--- src/rtl/noload_pkg.sv ---
package noload_pkg;
  localparam int PW  = 28;
  localparam int NPH = 3;
  localparam int DW  = 32;
  localparam int AW  = 3;
  localparam int TW  = 24;

  localparam logic [AW-1:0] ADDR_STATUS = 3'd0;
  localparam logic [AW-1:0] ADDR_MASK   = 3'd1;
  localparam logic [AW-1:0] ADDR_STATE  = 3'd2;
  localparam logic [AW-1:0] ADDR_ATHR   = 3'd3;
  localparam logic [AW-1:0] ADDR_RTHR   = 3'd4;
  localparam logic [AW-1:0] ADDR_PTHR   = 3'd5;

  // magnitude with the most negative code clamped to the largest positive one
  function automatic logic [PW-1:0] mag_sat(input logic signed [PW-1:0] v);
    if (v == {1'b1, {(PW-1){1'b0}}}) return {1'b0, {(PW-1){1'b1}}};
    else if (v[PW-1]) return -v;
    else return v;
  endfunction

  // true when magnitude is at or below a non-negative threshold
  function automatic logic under_thr(input logic [PW-1:0] m, input logic signed [PW-1:0] t);
    return !t[PW-1] && (m <= t);
  endfunction
endpackage

--- src/rtl/noload_cmp.sv ---
module noload_cmp
  import noload_pkg::*;
(
  input  logic signed [PW-1:0] act,
  input  logic signed [PW-1:0] rea,
  input  logic signed [PW-1:0] app,
  input  logic signed [PW-1:0] act_thr,
  input  logic signed [PW-1:0] rea_thr,
  input  logic signed [PW-1:0] app_thr,
  output logic                 fund_nl,
  output logic                 app_nl
);
  logic [PW-1:0] act_m, rea_m, app_m;

  always_comb begin
    act_m   = mag_sat(act);
    rea_m   = mag_sat(rea);
    app_m   = mag_sat(app);
    fund_nl = under_thr(act_m, act_thr) && under_thr(rea_m, rea_thr);
    app_nl  = under_thr(app_m, app_thr);
  end
endmodule

--- src/rtl/noload_events.sv ---
module noload_events
  import noload_pkg::*;
(
  input  logic           clk,
  input  logic           rst_n,
  input  logic           fire,
  input  logic [NPH-1:0] fund_nl,
  input  logic [NPH-1:0] app_nl,
  input  logic           clr_we,
  input  logic [2:0]     clr_bits,
  output logic [NPH-1:0] fund_st,
  output logic [NPH-1:0] app_st,
  output logic [2:0]     status
);
  logic [2:0] set_v, clr_v;

  always_comb begin
    set_v    = 3'b000;
    set_v[1] = fire && (fund_nl != fund_st);
    set_v[2] = fire && (app_nl != app_st);
    clr_v    = clr_we ? clr_bits : 3'b000;
  end

  always_ff @(posedge clk or negedge rst_n) begin
    if (!rst_n) begin
      fund_st <= '0;
      app_st  <= '0;
      status  <= 3'b000;
    end else begin
      if (fire) begin
        fund_st <= fund_nl;
        app_st  <= app_nl;
      end
      status <= ((status & ~clr_v) | set_v) & 3'b110;
    end
  end
endmodule

--- src/rtl/noload_regs.sv ---
module noload_regs
  import noload_pkg::*;
(
  input  logic                 clk,
  input  logic                 rst_n,
  input  logic                 we,
  input  logic [AW-1:0]        addr,
  input  logic [DW-1:0]        wdata,
  output logic [DW-1:0]        rdata,
  input  logic [2:0]           status,
  input  logic [NPH-1:0]       fund_st,
  input  logic [NPH-1:0]       app_st,
  output logic [2:0]           mask,
  output logic signed [PW-1:0] act_thr,
  output logic signed [PW-1:0] rea_thr,
  output logic signed [PW-1:0] app_thr
);
  logic [TW-1:0] app_raw;

  assign app_thr = {{(PW-TW){app_raw[TW-1]}}, app_raw};

  always_ff @(posedge clk or negedge rst_n) begin
    if (!rst_n) begin
      mask    <= 3'b000;
      act_thr <= '1;
      rea_thr <= '1;
      app_raw <= '1;
    end else if (we) begin
      case (addr)
        ADDR_MASK: mask    <= wdata[2:0];
        ADDR_ATHR: act_thr <= wdata[PW-1:0];
        ADDR_RTHR: rea_thr <= wdata[PW-1:0];
        ADDR_PTHR: app_raw <= wdata[TW-1:0];
        default:   ;
      endcase
    end
  end

  always_comb begin
    rdata = '0;
    case (addr)
      ADDR_STATUS: rdata[2:0] = status;
      ADDR_MASK:   rdata[2:0] = mask;
      ADDR_STATE:  rdata[3*NPH-1:0] = {app_st, fund_st, {NPH{1'b0}}};
      ADDR_ATHR:   rdata[PW-1:0] = act_thr;
      ADDR_RTHR:   rdata[PW-1:0] = rea_thr;
      ADDR_PTHR:   rdata[PW-1:0] = app_thr;
      default:     rdata = '0;
    endcase
  end
endmodule

--- src/rtl/noload_monitor.sv ---
module noload_monitor
  import noload_pkg::*;
(
  input  logic              clk,
  input  logic              rst_n,
  input  logic              smp_valid,
  output logic              smp_ready,
  input  logic [NPH*PW-1:0] smp_act,
  input  logic [NPH*PW-1:0] smp_rea,
  input  logic [NPH*PW-1:0] smp_app,
  input  logic              reg_we,
  input  logic [AW-1:0]     reg_addr,
  input  logic [DW-1:0]     reg_wdata,
  output logic [DW-1:0]     reg_rdata,
  output logic [NPH-1:0]    fund_acc_en,
  output logic [NPH-1:0]    app_acc_en,
  output logic              irq_n
);
  logic signed [PW-1:0] act_thr, rea_thr, app_thr;
  logic [NPH-1:0]       fund_nl, app_nl, fund_st, app_st;
  logic [2:0]           status, mask;

  assign smp_ready = 1'b1;

  for (genvar k = 0; k < NPH; k++) begin : g_phase
    noload_cmp u_cmp (
      .act     (smp_act[k*PW +: PW]),
      .rea     (smp_rea[k*PW +: PW]),
      .app     (smp_app[k*PW +: PW]),
      .act_thr (act_thr),
      .rea_thr (rea_thr),
      .app_thr (app_thr),
      .fund_nl (fund_nl[k]),
      .app_nl  (app_nl[k])
    );
  end

  noload_events u_evt (
    .clk      (clk),
    .rst_n    (rst_n),
    .fire     (smp_valid && smp_ready),
    .fund_nl  (fund_nl),
    .app_nl   (app_nl),
    .clr_we   (reg_we && (reg_addr == ADDR_STATUS)),
    .clr_bits (reg_wdata[2:0]),
    .fund_st  (fund_st),
    .app_st   (app_st),
    .status   (status)
  );

  noload_regs u_regs (
    .clk     (clk),
    .rst_n   (rst_n),
    .we      (reg_we),
    .addr    (reg_addr),
    .wdata   (reg_wdata),
    .rdata   (reg_rdata),
    .status  (status),
    .fund_st (fund_st),
    .app_st  (app_st),
    .mask    (mask),
    .act_thr (act_thr),
    .rea_thr (rea_thr),
    .app_thr (app_thr)
  );

  assign fund_acc_en = ~fund_st;
  assign app_acc_en  = ~app_st;
  assign irq_n       = ~|(status & mask);
endmodule

--- config.mk ---
export PLATFORM = sky130hd
export DESIGN_NAME = noload_monitor
export DESIGN_NICKNAME = d
export VERILOG_FILES = /design/src/rtl/noload_pkg.sv /design/src/rtl/noload_cmp.sv /design/src/rtl/noload_events.sv /design/src/rtl/noload_regs.sv /design/src/rtl/noload_monitor.sv
export SDC_FILE = /design/constraint.sdc
export NUM_CORES = 1
export LEC_CHECK = 0
export ABC_CLOCK_PERIOD_IN_PS = 5850
export BUFFER_PORTS_ARGS = -buffer_cell sky130_fd_sc_hd__buf_2
export CAP_MARGIN = 40
export CORE_MARGIN = 2
export CORE_UTILIZATION = 49
export DETAILED_ROUTE_END_ITERATION = 16
export PLACE_DENSITY_LB_ADDON = 0.05
export SLEW_MARGIN = 10
export SYNTH_ARGS = -nofsm -noshare
export SYNTH_HDL_FRONTEND = slang
export SYNTH_SLANG_ARGS = --single-unit
export TNS_END_PERCENT = 100
--- constraint.sdc ---
create_clock -name clk -period 5.85 [get_ports clk]
set_input_delay 0.2925 -clock clk [delete_from_list [all_inputs] [get_ports clk]]
set_output_delay 0.2925 -clock clk [all_outputs]
set_load 0.005 [all_outputs]
==> results_dict.tcl <==
set metrics [dict create \
    syn_inst 2067 \
    power.total_mw 3.75 \
    yosys_warnings 0 \
    hp-class "in2reg" \
    hold_viol 0 \
    finalSetupTns_ps 0 \
    globalRouteOverflowTotal 0 \
    gp_congestion 0.910 \
    routedWlPerCell_um 19.1 \
    power_density_nw_per_um2 206 \
    fmax_mhz 211 \
    areaGrowthSynthToFinish_pct 14.1 \
    end_kind "flop" \
    grt_setup_unrepaired "false" \
    wl_met3_um 3540 \
    die_area_um2 34000 \
    track_usage_pct 30.5 \
    whs_ps 167 \
    relSlewSlack_pct 44.3 \
    worst_pin_slew_ps 834 \
    core_um2 32300 \
    stdcell_count 2790 \
    layout_commonest_cell "nand2_1" \
    h-tree-depth 3 \
    routed_wl_um 53200 \
    period_minus_slack_ps 4740 \
    die_w_um 184 \
    place_hpwl_um 43500 \
    clockRootBuffer "clkbuf_16" \
    path_clk_slew_ps 60 \
    cts_tree "done" \
    timing.max_cap.violations 0 \
    grt_pass1_vias 15200 \
    ios 331 \
    status "complete, no violations" \
    synthArstFlopShare_pct 100 \
    drive_above_1_share_pct 22.1 \
    highest_layer "met5" \
    syn_area_um2 16000 \
    synth-seq-cells 91 \
    wl_met2_um 24500 \
    cts.sinks 91 \
    synth_ff_type "dfstp_2" \
    post_cts_buffers 0 \
    fin_nets 2889 \
    cp.required_ps 6070 \
    maxSlewViolCount 0 \
    clk_path_buf_depth 2 \
    grt_max_degree 54 \
    placement_rows 66 \
    synth_edf_count 0 \
    antenna_found_initial 8 \
    ys_seq_area_share_pct 14.9 \
    dp_slack_ps 798 \
    cp.arrival_ps 4950 \
    ys_types 76 \
    route.layer.met1.wl_um 23700 \
    setup_viol 0 \
    path_class "in2reg" \
    syn_avg_cell_area_um2 7.72 \
    grt_pass1_wl_um 81300 \
    fillCellCount 3190 \
    vias 16400 \
    antenna_left 0 \
    initial_utilization_pct 49.4 \
    cts_buffers 9 \
    clock_latency_ps 350 \
    die_height_um 184 \
    first_iter_violations 1003 \
    finClkSkew_ps 3.86 \
    port_buffers 321 \
    drc_errors 0 \
    vdd_drop_max_uv 138 \
    dp.cells 2767 \
    final_cell_mix "nand2_1 (360), buf_2 (320), ha_1 (261)" \
    setup.worst_path.start_class "input pin" \
    dr.pass1.iters 7 \
    drt-vias-per-instance 5.89 \
    leakagePower_nw 8.77 \
    fin_ws_ps 1110 \
    worstPathMaxFanout 6 \
    post-route-period-util_pct 81.0 \
]
## cell usage after synthesis (all sizes together) (4+ instances only)
cell type | instances | area (um2)
nor3b | 4 | 30.0
nand3b | 5 | 37.5
dfstp | 80 | 2100
nor2b | 25 | 156
mux2 | 56 | 631
and3 | 11 | 70.1
a22oi | 4 | 30.0
o21ai | 147 | 736
o211ai | 21 | 158
dfrtp | 11 | 275
or3 | 33 | 231
xnor2 | 18 | 158
a21boi | 6 | 45.0
nand2b | 16 | 103
mux2i | 14 | 140
a31oi | 12 | 75.1
o22ai | 21 | 131
buf | 19 | 125
nor3 | 42 | 221
nand2 | 360 | 1350
ha | 261 | 3270
a21oi | 94 | 470
or4 | 34 | 267
a21o | 39 | 293
clkbuf | 59 | 223
o31ai | 56 | 425
nor4 | 26 | 196
o21a | 16 | 120
nand3 | 42 | 223
inv | 110 | 413
and4 | 6 | 52.6
a22o | 20 | 175
nor2 | 53 | 199
a211oi | 16 | 120
a221oi | 6 | 52.6
and2 | 7 | 43.8
xor2 | 179 | 1570
o41ai | 29 | 254
or2 | 16 | 100
nand4 | 58 | 363
a211o | 4 | 35.0
o311ai | 5 | 43.8
## layer usage
metal,GRT usage (%),up-vias
li1,-,8138
met1,40.8,7748
met2,50.9,470
met3,4.56,81
met4,8.90,8
met5,0,-
## flip-flops by register name (all words and copies together), names as in the netlist
signal and cells:
u_evt.status 2, u_evt.fund_st 3, u_regs.mask 3, u_regs.act_thr 28
u_evt.app_st 3, u_regs.rea_thr 28, u_regs.app_raw 24
## path summary, 6_finish.rpt
kind	from	end	slack (ps)	depth (start not counted)
max	smp_act[58]	u_evt.status[1]	1110	17
max in group asynchronous	rst_n	u_evt.app_st[2]	4330	3
min reg2reg	u_regs.mask[0]	u_regs.mask[0]	530	1
min	reg_wdata[27]	u_regs.rea_thr[27]	170	3
max reg2reg	u_regs.app_raw[23]	u_evt.status[2]	2560	10
min in group asynchronous	rst_n	u_evt.fund_st[0]	470	2
## metrics by stage
| stage | area [um2] | util, % |
|---|---|---|
| 2_1_floorplan | 16000 | - |
| 3_3_place_gp | 17900 | 55.3 |
| 3_5_place_dp | 17900 | 55.4 |
| 4_1_cts | 18200 | 56.3 |
| 5_1_grt | 18200 | 56.4 |
| 6_report | 18200 | 56.4 |
## timing repair
action / in CTS / in global routing
endpoints found under the hold margin: 8 / 0
resized for setup: 0 / 0
hold buffers: 1 / 0
## area by class of cell
class | count | area [um2] | share of cell area, %
Inverter | 110 | 413 | 2.27
Antenna cell | 6 | 15.0 | 0.0825
Clock inverter | 3 | 21.3 | 0.117
Clock buffer | 13 | 270 | 1.48
Multi-Input combinational cell | 1791 | 12800 | 70.5
Timing Repair Buffer | 334 | 1720 | 9.47
Sequential cell | 91 | 2380 | 13.1
Tap cell | 442 | 553 | 3.04
## cells by family (layout without fill, tap and decap cells)
family	count (synthesis)	in the layout	share of synthesized area, %
compound gates	510	510	20.6
xor+xnor	197	197	10.8
fa+ha+maj	261	261	20.5
buf+inv	188	460	4.77
flops	91	91	14.9
mux	72	72	5.11
other cells	2	11	0.0471
simple gates	746	746	23.3
## worst max-delay path: stages
cell      delay [ps]
buf_2            130
or4_4            560
nor4_2           300
nand3b_1         190
or3_1            370
or2_1            300
o31ai_1          270
xor2_1           190
nand2_1           80
ha_1             300
nand4_1          110
nor4_1           400
and4_1           280
a22oi_1          230
or4_1            640
xnor2_1          170
a41oi_1          120
## power breakdown
part	internal, mW	switching (mW)
logic	0.886	1.33
clock network	0.323	0.248
registers	0.856	0.105
(Power assumes the default switching activity.)
